## src/rtl/llsc_pkg.sv

```systemverilog
package llsc_pkg;

    typedef enum logic [1:0] {
        OP_LOAD  = 2'b00,
        OP_STORE = 2'b01,
        OP_LL    = 2'b10,
        OP_SC    = 2'b11
    } llsc_op_e;

    typedef enum logic {
        RES_IDLE = 1'b0,
        RES_HELD = 1'b1
    } res_state_e;

    // Natural alignment for the two legal atomic sizes.
    function automatic logic is_aligned(input logic [2:0] lo, input logic quad);
        return quad ? (lo == 3'b000) : (lo[1:0] == 2'b00);
    endfunction

endpackage

```

## src/rtl/llsc_slot.sv

```systemverilog
module llsc_slot
    import llsc_pkg::*;
#(
    parameter int QW = 13
) (
    input  logic          clk,
    input  logic          rst_n,
    input  logic          ll_go,
    input  logic          sc_go,
    input  logic          kill,
    input  logic [QW-1:0] ll_qaddr,
    output logic          held,
    output logic [QW-1:0] res_qaddr
);

    res_state_e    state, state_nx;
    logic [QW-1:0] qaddr, qaddr_nx;

    always_ff @(posedge clk) begin
        if (!rst_n) begin
            state <= RES_IDLE;
            qaddr <= '0;
        end else begin
            state <= state_nx;
            qaddr <= qaddr_nx;
        end
    end

    always_comb begin
        state_nx = state;
        qaddr_nx = qaddr;
        unique case (state)
            RES_IDLE: begin
                if (ll_go) begin
                    state_nx = RES_HELD;       // reserve
                    qaddr_nx = ll_qaddr;
                end
            end
            RES_HELD: begin
                if (ll_go) begin
                    qaddr_nx = ll_qaddr;       // re-reserve
                end else if (sc_go || kill) begin
                    state_nx = RES_IDLE;       // release or lost
                end
            end
            default: state_nx = RES_IDLE;
        endcase
    end

    always_comb begin
        held      = (state == RES_HELD);
        res_qaddr = qaddr;
    end

endmodule

```

## src/rtl/llsc_resolve.sv

```systemverilog
module llsc_resolve
    import llsc_pkg::*;
#(
    parameter int NCPU = 3,
    parameter int AW   = 16
) (
    input  logic [NCPU-1:0]        cpu_valid,
    input  logic [2*NCPU-1:0]      cpu_op,
    input  logic [NCPU-1:0]        cpu_quad,
    input  logic [NCPU*AW-1:0]     cpu_addr,
    input  logic                   snoop_valid,
    input  logic [AW-4:0]          snoop_qaddr,
    input  logic [NCPU-1:0]        held,
    input  logic [NCPU*(AW-3)-1:0] res_qaddr,
    output logic [NCPU-1:0]        ll_go,
    output logic [NCPU-1:0]        sc_go,
    output logic [NCPU-1:0]        kill,
    output logic [NCPU-1:0]        mem_we,
    output logic [NCPU-1:0]        sc_pass,
    output logic [NCPU-1:0]        sc_fail,
    output logic [NCPU-1:0]        align_err,
    output logic [NCPU*(AW-3)-1:0] req_qaddr
);

    localparam int QW = AW - 3;

    always_comb begin
        logic [NCPU-1:0] st_v, ll_v, sc_v, ae_v, pass_v, we_v, kill_v;
        logic [QW-1:0]   qi, ri;
        logic            blocked, aligned;
        llsc_op_e        op;

        // decode and alignment
        for (int i = 0; i < NCPU; i++) begin
            op      = llsc_op_e'(cpu_op[2*i +: 2]);
            aligned = is_aligned(cpu_addr[i*AW +: 3], cpu_quad[i]);
            st_v[i] = cpu_valid[i] && (op == OP_STORE);
            ll_v[i] = cpu_valid[i] && (op == OP_LL) && aligned;
            sc_v[i] = cpu_valid[i] && (op == OP_SC) && aligned;
            ae_v[i] = cpu_valid[i] && (op == OP_LL || op == OP_SC) && !aligned;
        end

        // ordered commit: snoop first, then CPUs by ascending index
        for (int i = 0; i < NCPU; i++) begin
            qi      = cpu_addr[i*AW+3 +: QW];
            blocked = snoop_valid && (snoop_qaddr == qi);
            for (int j = 0; j < i; j++) begin
                if (we_v[j] && (cpu_addr[j*AW+3 +: QW] == qi)) blocked = 1'b1;
            end
            pass_v[i] = sc_v[i] && held[i] && (res_qaddr[i*QW +: QW] == qi) && !blocked;
            we_v[i]   = st_v[i] || pass_v[i];
        end

        // conflicting writes from other agents
        for (int i = 0; i < NCPU; i++) begin
            ri        = res_qaddr[i*QW +: QW];
            kill_v[i] = snoop_valid && (snoop_qaddr == ri);
            for (int j = 0; j < NCPU; j++) begin
                if (j != i && we_v[j] && (cpu_addr[j*AW+3 +: QW] == ri)) kill_v[i] = 1'b1;
            end
        end

        for (int i = 0; i < NCPU; i++) begin
            req_qaddr[i*QW +: QW] = cpu_addr[i*AW+3 +: QW];
        end
        ll_go     = ll_v;
        sc_go     = sc_v;
        kill      = kill_v;
        mem_we    = we_v;
        sc_pass   = pass_v;
        sc_fail   = sc_v & ~pass_v;
        align_err = ae_v;
    end

endmodule

```

## src/rtl/llsc_monitor.sv

```systemverilog
module llsc_monitor
    import llsc_pkg::*;
#(
    parameter int NCPU = 3,
    parameter int AW   = 16
) (
    input  logic                clk,
    input  logic                rst_n,
    input  logic [NCPU-1:0]     cpu_valid,
    input  logic [2*NCPU-1:0]   cpu_op,
    input  logic [NCPU-1:0]     cpu_quad,
    input  logic [NCPU*AW-1:0]  cpu_addr,
    input  logic                snoop_valid,
    input  logic [AW-4:0]       snoop_qaddr,
    output logic [NCPU-1:0]     mem_we,
    output logic [NCPU-1:0]     sc_pass,
    output logic [NCPU-1:0]     sc_fail,
    output logic [NCPU-1:0]     align_err,
    output logic [NCPU-1:0]     lock_held
);

    localparam int QW = AW - 3;

    logic [NCPU-1:0]    ll_go, sc_go, kill, held;
    logic [NCPU*QW-1:0] res_qaddr, req_qaddr;

    llsc_resolve #(.NCPU(NCPU), .AW(AW)) u_resolve (
        .cpu_valid   (cpu_valid),
        .cpu_op      (cpu_op),
        .cpu_quad    (cpu_quad),
        .cpu_addr    (cpu_addr),
        .snoop_valid (snoop_valid),
        .snoop_qaddr (snoop_qaddr),
        .held        (held),
        .res_qaddr   (res_qaddr),
        .ll_go       (ll_go),
        .sc_go       (sc_go),
        .kill        (kill),
        .mem_we      (mem_we),
        .sc_pass     (sc_pass),
        .sc_fail     (sc_fail),
        .align_err   (align_err),
        .req_qaddr   (req_qaddr)
    );

    for (genvar g = 0; g < NCPU; g++) begin : g_slot
        llsc_slot #(.QW(QW)) u_slot (
            .clk       (clk),
            .rst_n     (rst_n),
            .ll_go     (ll_go[g]),
            .sc_go     (sc_go[g]),
            .kill      (kill[g]),
            .ll_qaddr  (req_qaddr[g*QW +: QW]),
            .held      (held[g]),
            .res_qaddr (res_qaddr[g*QW +: QW])
        );
    end

    assign lock_held = held;

endmodule

```

## config.mk

```make
export PLATFORM = sky130hd
export DESIGN_NAME = llsc_monitor
export DESIGN_NICKNAME = d
export VERILOG_FILES = /design/src/rtl/llsc_pkg.sv /design/src/rtl/llsc_slot.sv /design/src/rtl/llsc_resolve.sv /design/src/rtl/llsc_monitor.sv
export SDC_FILE = /design/constraint.sdc
export NUM_CORES = 1
export LEC_CHECK = 0
export BUFFER_PORTS_ARGS = -buffer_cell sky130_fd_sc_hd__buf_2
export CORE_AREA = 2 2 119 121
export CTS_BUF_LIST = sky130_fd_sc_hd__clkbuf_8
export DETAILED_ROUTE_END_ITERATION = 10
export DIE_AREA = 0 0 121 123
export GPL_ROUTABILITY_DRIVEN = 1
export GPL_TIMING_DRIVEN = 1
export MAX_ROUTING_LAYER = met4
export PLACE_DENSITY = 0.67
export REMOVE_ABC_BUFFERS = 1
export SLEW_MARGIN = 5
export SYNTH_ARGS = -nofsm -noshare
export SYNTH_HDL_FRONTEND = slang
export SYNTH_HIERARCHICAL = 1
export SYNTH_SLANG_ARGS = --single-unit
```

## constraint.sdc

```tcl
create_clock -name clk -period 3.7 [get_ports clk]
set_input_delay 0.37 -clock clk [delete_from_list [all_inputs] [get_ports clk]]
set_output_delay 0.37 -clock clk [all_outputs]
set_load 0.05 [all_outputs]
```

==> key figures <==
Power and ir drop
  – Leakage: around 1.9 nW
  – Max rail drop VDD: about 110 µV
  – Pwr Density: roughly 220 mW/mm²

Critical path
  – CP top delay family: simple AND/OR/NAND/NOR gates
  – Setup crit start kind: flop
  – Worst EP arrival: 2.86 ns
  – Reg2reg start: g_slot[1].u_slot/res_qaddr[7]
  – Critical Setup Path Class: reg2out
  – Worst Path Required: around 3.3 ns
  – Slowest stage cell, crit path: a21oi_1
  – Reg2reg path depth: 9
  – Crit-path max FO: 5
  – Worst R2R End: g_slot[0].u_slot/held
  – Cell Chain, Critical Path: buf_4, xor2_1, nor4b_1, nand4b_1, nor4_1, o221ai_1, a21oi_1, inv_1, buf_2
  – Critical path buffers and inverters: 3
  – Worst path max stage delay: 0.49 ns
  – Setup slack, reg-to-reg: around 0.90 ns
  – Critical path endpoint category: output pin

Min path
  – Min-Delay Endpoint: g_slot[1].u_slot/res_qaddr[10]
  – Hold path depth: 3
  – Hold WC Path Type: in2reg
  – Origin of the worst min-delay path: cpu_addr[29]

Floorplanning
  – Initial core utilization: roughly 40%
  – Vert. Die Dim: between 100 and 150 µm
  – Row cnt: 43
  – Die area: 0.0149 mm²
  – Die W: about 120 µm
  – Num ports: just over 90
  – Core Area: ~0.014 mm²

Timing
  – Period minus WS final: approximately 3.2 ns
  – Worst hold margin: just under 0.5 ns
  – Finish-stage setup viols: 0
  – Worst-Margin Slew: roughly 0.72 ns
  – Post-route setup TNS: 0 ns
  – Setup slack after layout: roughly 0.47 ns
  – Rel. slew slack: slightly above 50%
  – Skew final: approximately 0.0085 ns
  – Fmax: 310 MHz
  – Final Hold Fails: 0
  – Slew Limit Fails: 0
  – Unrepaired setup endpoints after global routing: false
  – Fin crit share: ~87%

Flow run
  – Max-cap violations: 0

Routing
  – DR vias: about 4.4k
  – Router iterations before antenna repair: 5
  – Post-route DRC: 0
  – 1st-iter DRT viols: 495
  – WL/cell: approximately 21 µm
  – Detail Route Antenna Nets: 0
  – Vias per std cell: roughly 5.5
  – Routed WL: ~17,000 µm

Cells and area
  – Fillers: between 1k and 1.5k
  – Fin util: ~40%
  – Layout cells sized above 1: between 10% and 20%
  – Antenna diodes: 0
  – Syn-to-layout area delta: 2.14%
  – Nets: 700
  – Non-Filler Instances: 805

Place
  – Gp weighted congestion: approximately 1.1
  – Detail Placement HPWL: 12,600 µm
  – PortBufs: 90
  – Worst slack at placement: about 0.63 ns
  – Cells after DPL: between 700 and 800

Yosys
  – Yosys warnings: 6
  – Top-count cell post-synth: xnor2_1
  – Flops & latches, synth: 42
  – Syn avg cell area: 8.42 µm²
  – Top_reg_cell synth: dfxtp_1
  – Async set-reset flop share out of synthesis: 0%
  – Top-area cell type share of the netlist area: around 22%
  – Syn Std Cell Area: between 0.005 and 0.006 mm²
  – Post-synth EDFFs: 0
  – Cell count after synthesis: between 600 and 700
  – Synth cell types: 48
  – Synth cell count leaders: 134 x xnor2_1, 100 x xor2_1, 43 x buf_4, 43 x nand4_1, 43 x nor2b_1
  – Sequential fraction of the synthesis area: between 10% and 20%
  – Cell taking the most area after synthesis: xnor2_1
  – Top area cells in the synthesized netlist: xnor2_1 22%, xor2_1 16%, dfxtp_1 16%, mux2i_1 7.3%, buf_4 6.1%

Global route
  – Vias in the first global route: 4,199
  – Total track usage: 23.9%
  – First-pass GRT wire length: approximately 26,000 µm
  – Largest net degree at the start of global routing: 46
  – Grt ovf: 0
  – Initial antenna violation count: 0

Clocking
  – Clk sinks: 42
  – Clock H-tree levels: 2
  – CTS tree: done
  – Clock transition at path regs: 0.09 ns
  – Post-CTS Hold Buffers: 0
  – Clock Tree Buf Depth: 2
  – # resized after CTS: 0
  – Root buffer cell: clkbuf_8
  – Num CTS Buffers: 5
  – Worst skew pair latency: approximately 0.31 ns
  – Setup bufs post-CTS: 0

Run status
  – Status: completed
worst min-delay path, stage by stage:
cell and delay (ns):
buf_2 0.18, mux2i_1 0.15, nor2b_1 0.06
final cells by class:
type	count	area [µm²]	area share [%]
clock buffer	5	68.8	1.27
tap	180	225	4.15
clock inverter	3	17.5	0.323
multi-input combinational	474	3760	69.2
sequential	42	841	15.5
inverter	4	16.3	0.300
timing repair buffer	97	503	9.26
kinds of logic (layout without fill, tap and decap cells):
logic type / Yosys count / in the layout / share of synthesized area (%)
flops: 42 / 42 / 15.8
xor+xnor: 234 / 234 / 38.6
mux: 39 / 39 / 7.34
compound gates: 18 / 18 / 2.92
buf+inv: 115 / 109 / 13.8
simple gates: 183 / 183 / 21.6
power by group:
group / switching (mW) / internal (mW)
Clock: 0.178 / 0.131
Sequential: 0.0108 / 0.457
Combinational: 0.250 / 0.164
Total: 0.439 / 0.752
state kept, by name, indices dropped and copies added (netlist names):
signal                   cells
g_slot.u_slot/held           3
g_slot.u_slot/res_qaddr     39
worst max-delay path by stage:
stage,start,to,slack [ns],cells after the start
after floorplan,cpu_quad[0],sc_pass[2],0.28,8
after global placement,cpu_addr[9],sc_pass[2],0.65,10
after detailed placement,snoop_qaddr[11],sc_pass[2],0.63,9
after CTS,g_slot[0].u_slot/res_qaddr[6],sc_pass[2],0.48,10
after global routing,g_slot[1].u_slot/res_qaddr[10],mem_we[2],0.29,8
final,g_slot[1].u_slot/res_qaddr[7],mem_we[2],0.47,9
per-stage QoR:
step / cell area [µm²] / total power, mW
global placement: 5340 / 0.881
detailed placement: 5340 / 0.883
CTS: 5430 / 1.19
finish: 5430 / 1.19
global route: 5430 / 1.25
floorplan: 4600 / 0.696
metal layers:
metal  vias up  global-route usage [%]  routed length, µm
met5         -                       -                  0
met4         0                    8.87                635
met3        54                    4.01               1460
met2       253                    37.6               7750
met1      2067                    30.8               7280
li1       2041                       -                  -
layout by cell type (no fill, tap or decap), drive strengths merged, types with 3 or more instances in the layout:
| cell | netlist | layout |
|---|---|---|
| a21oi | 4 | 4 |
| buf | 91 | 97 |
| clkbuf | 20 | 5 |
| clkinv | 1 | 3 |
| dfxtp | 42 | 42 |
| inv | 3 | 4 |
| mux2i | 39 | 39 |
| nand2 | 20 | 20 |
| nand3 | 5 | 5 |
| nand4 | 43 | 43 |
| nor2 | 13 | 13 |
| nor2b | 43 | 43 |
| nor3 | 5 | 5 |
| nor4 | 35 | 35 |
| o31ai | 3 | 3 |
| xnor2 | 134 | 134 |
| xor2 | 100 | 100 |
Note: power is estimated with default switching activity, not from simulation.
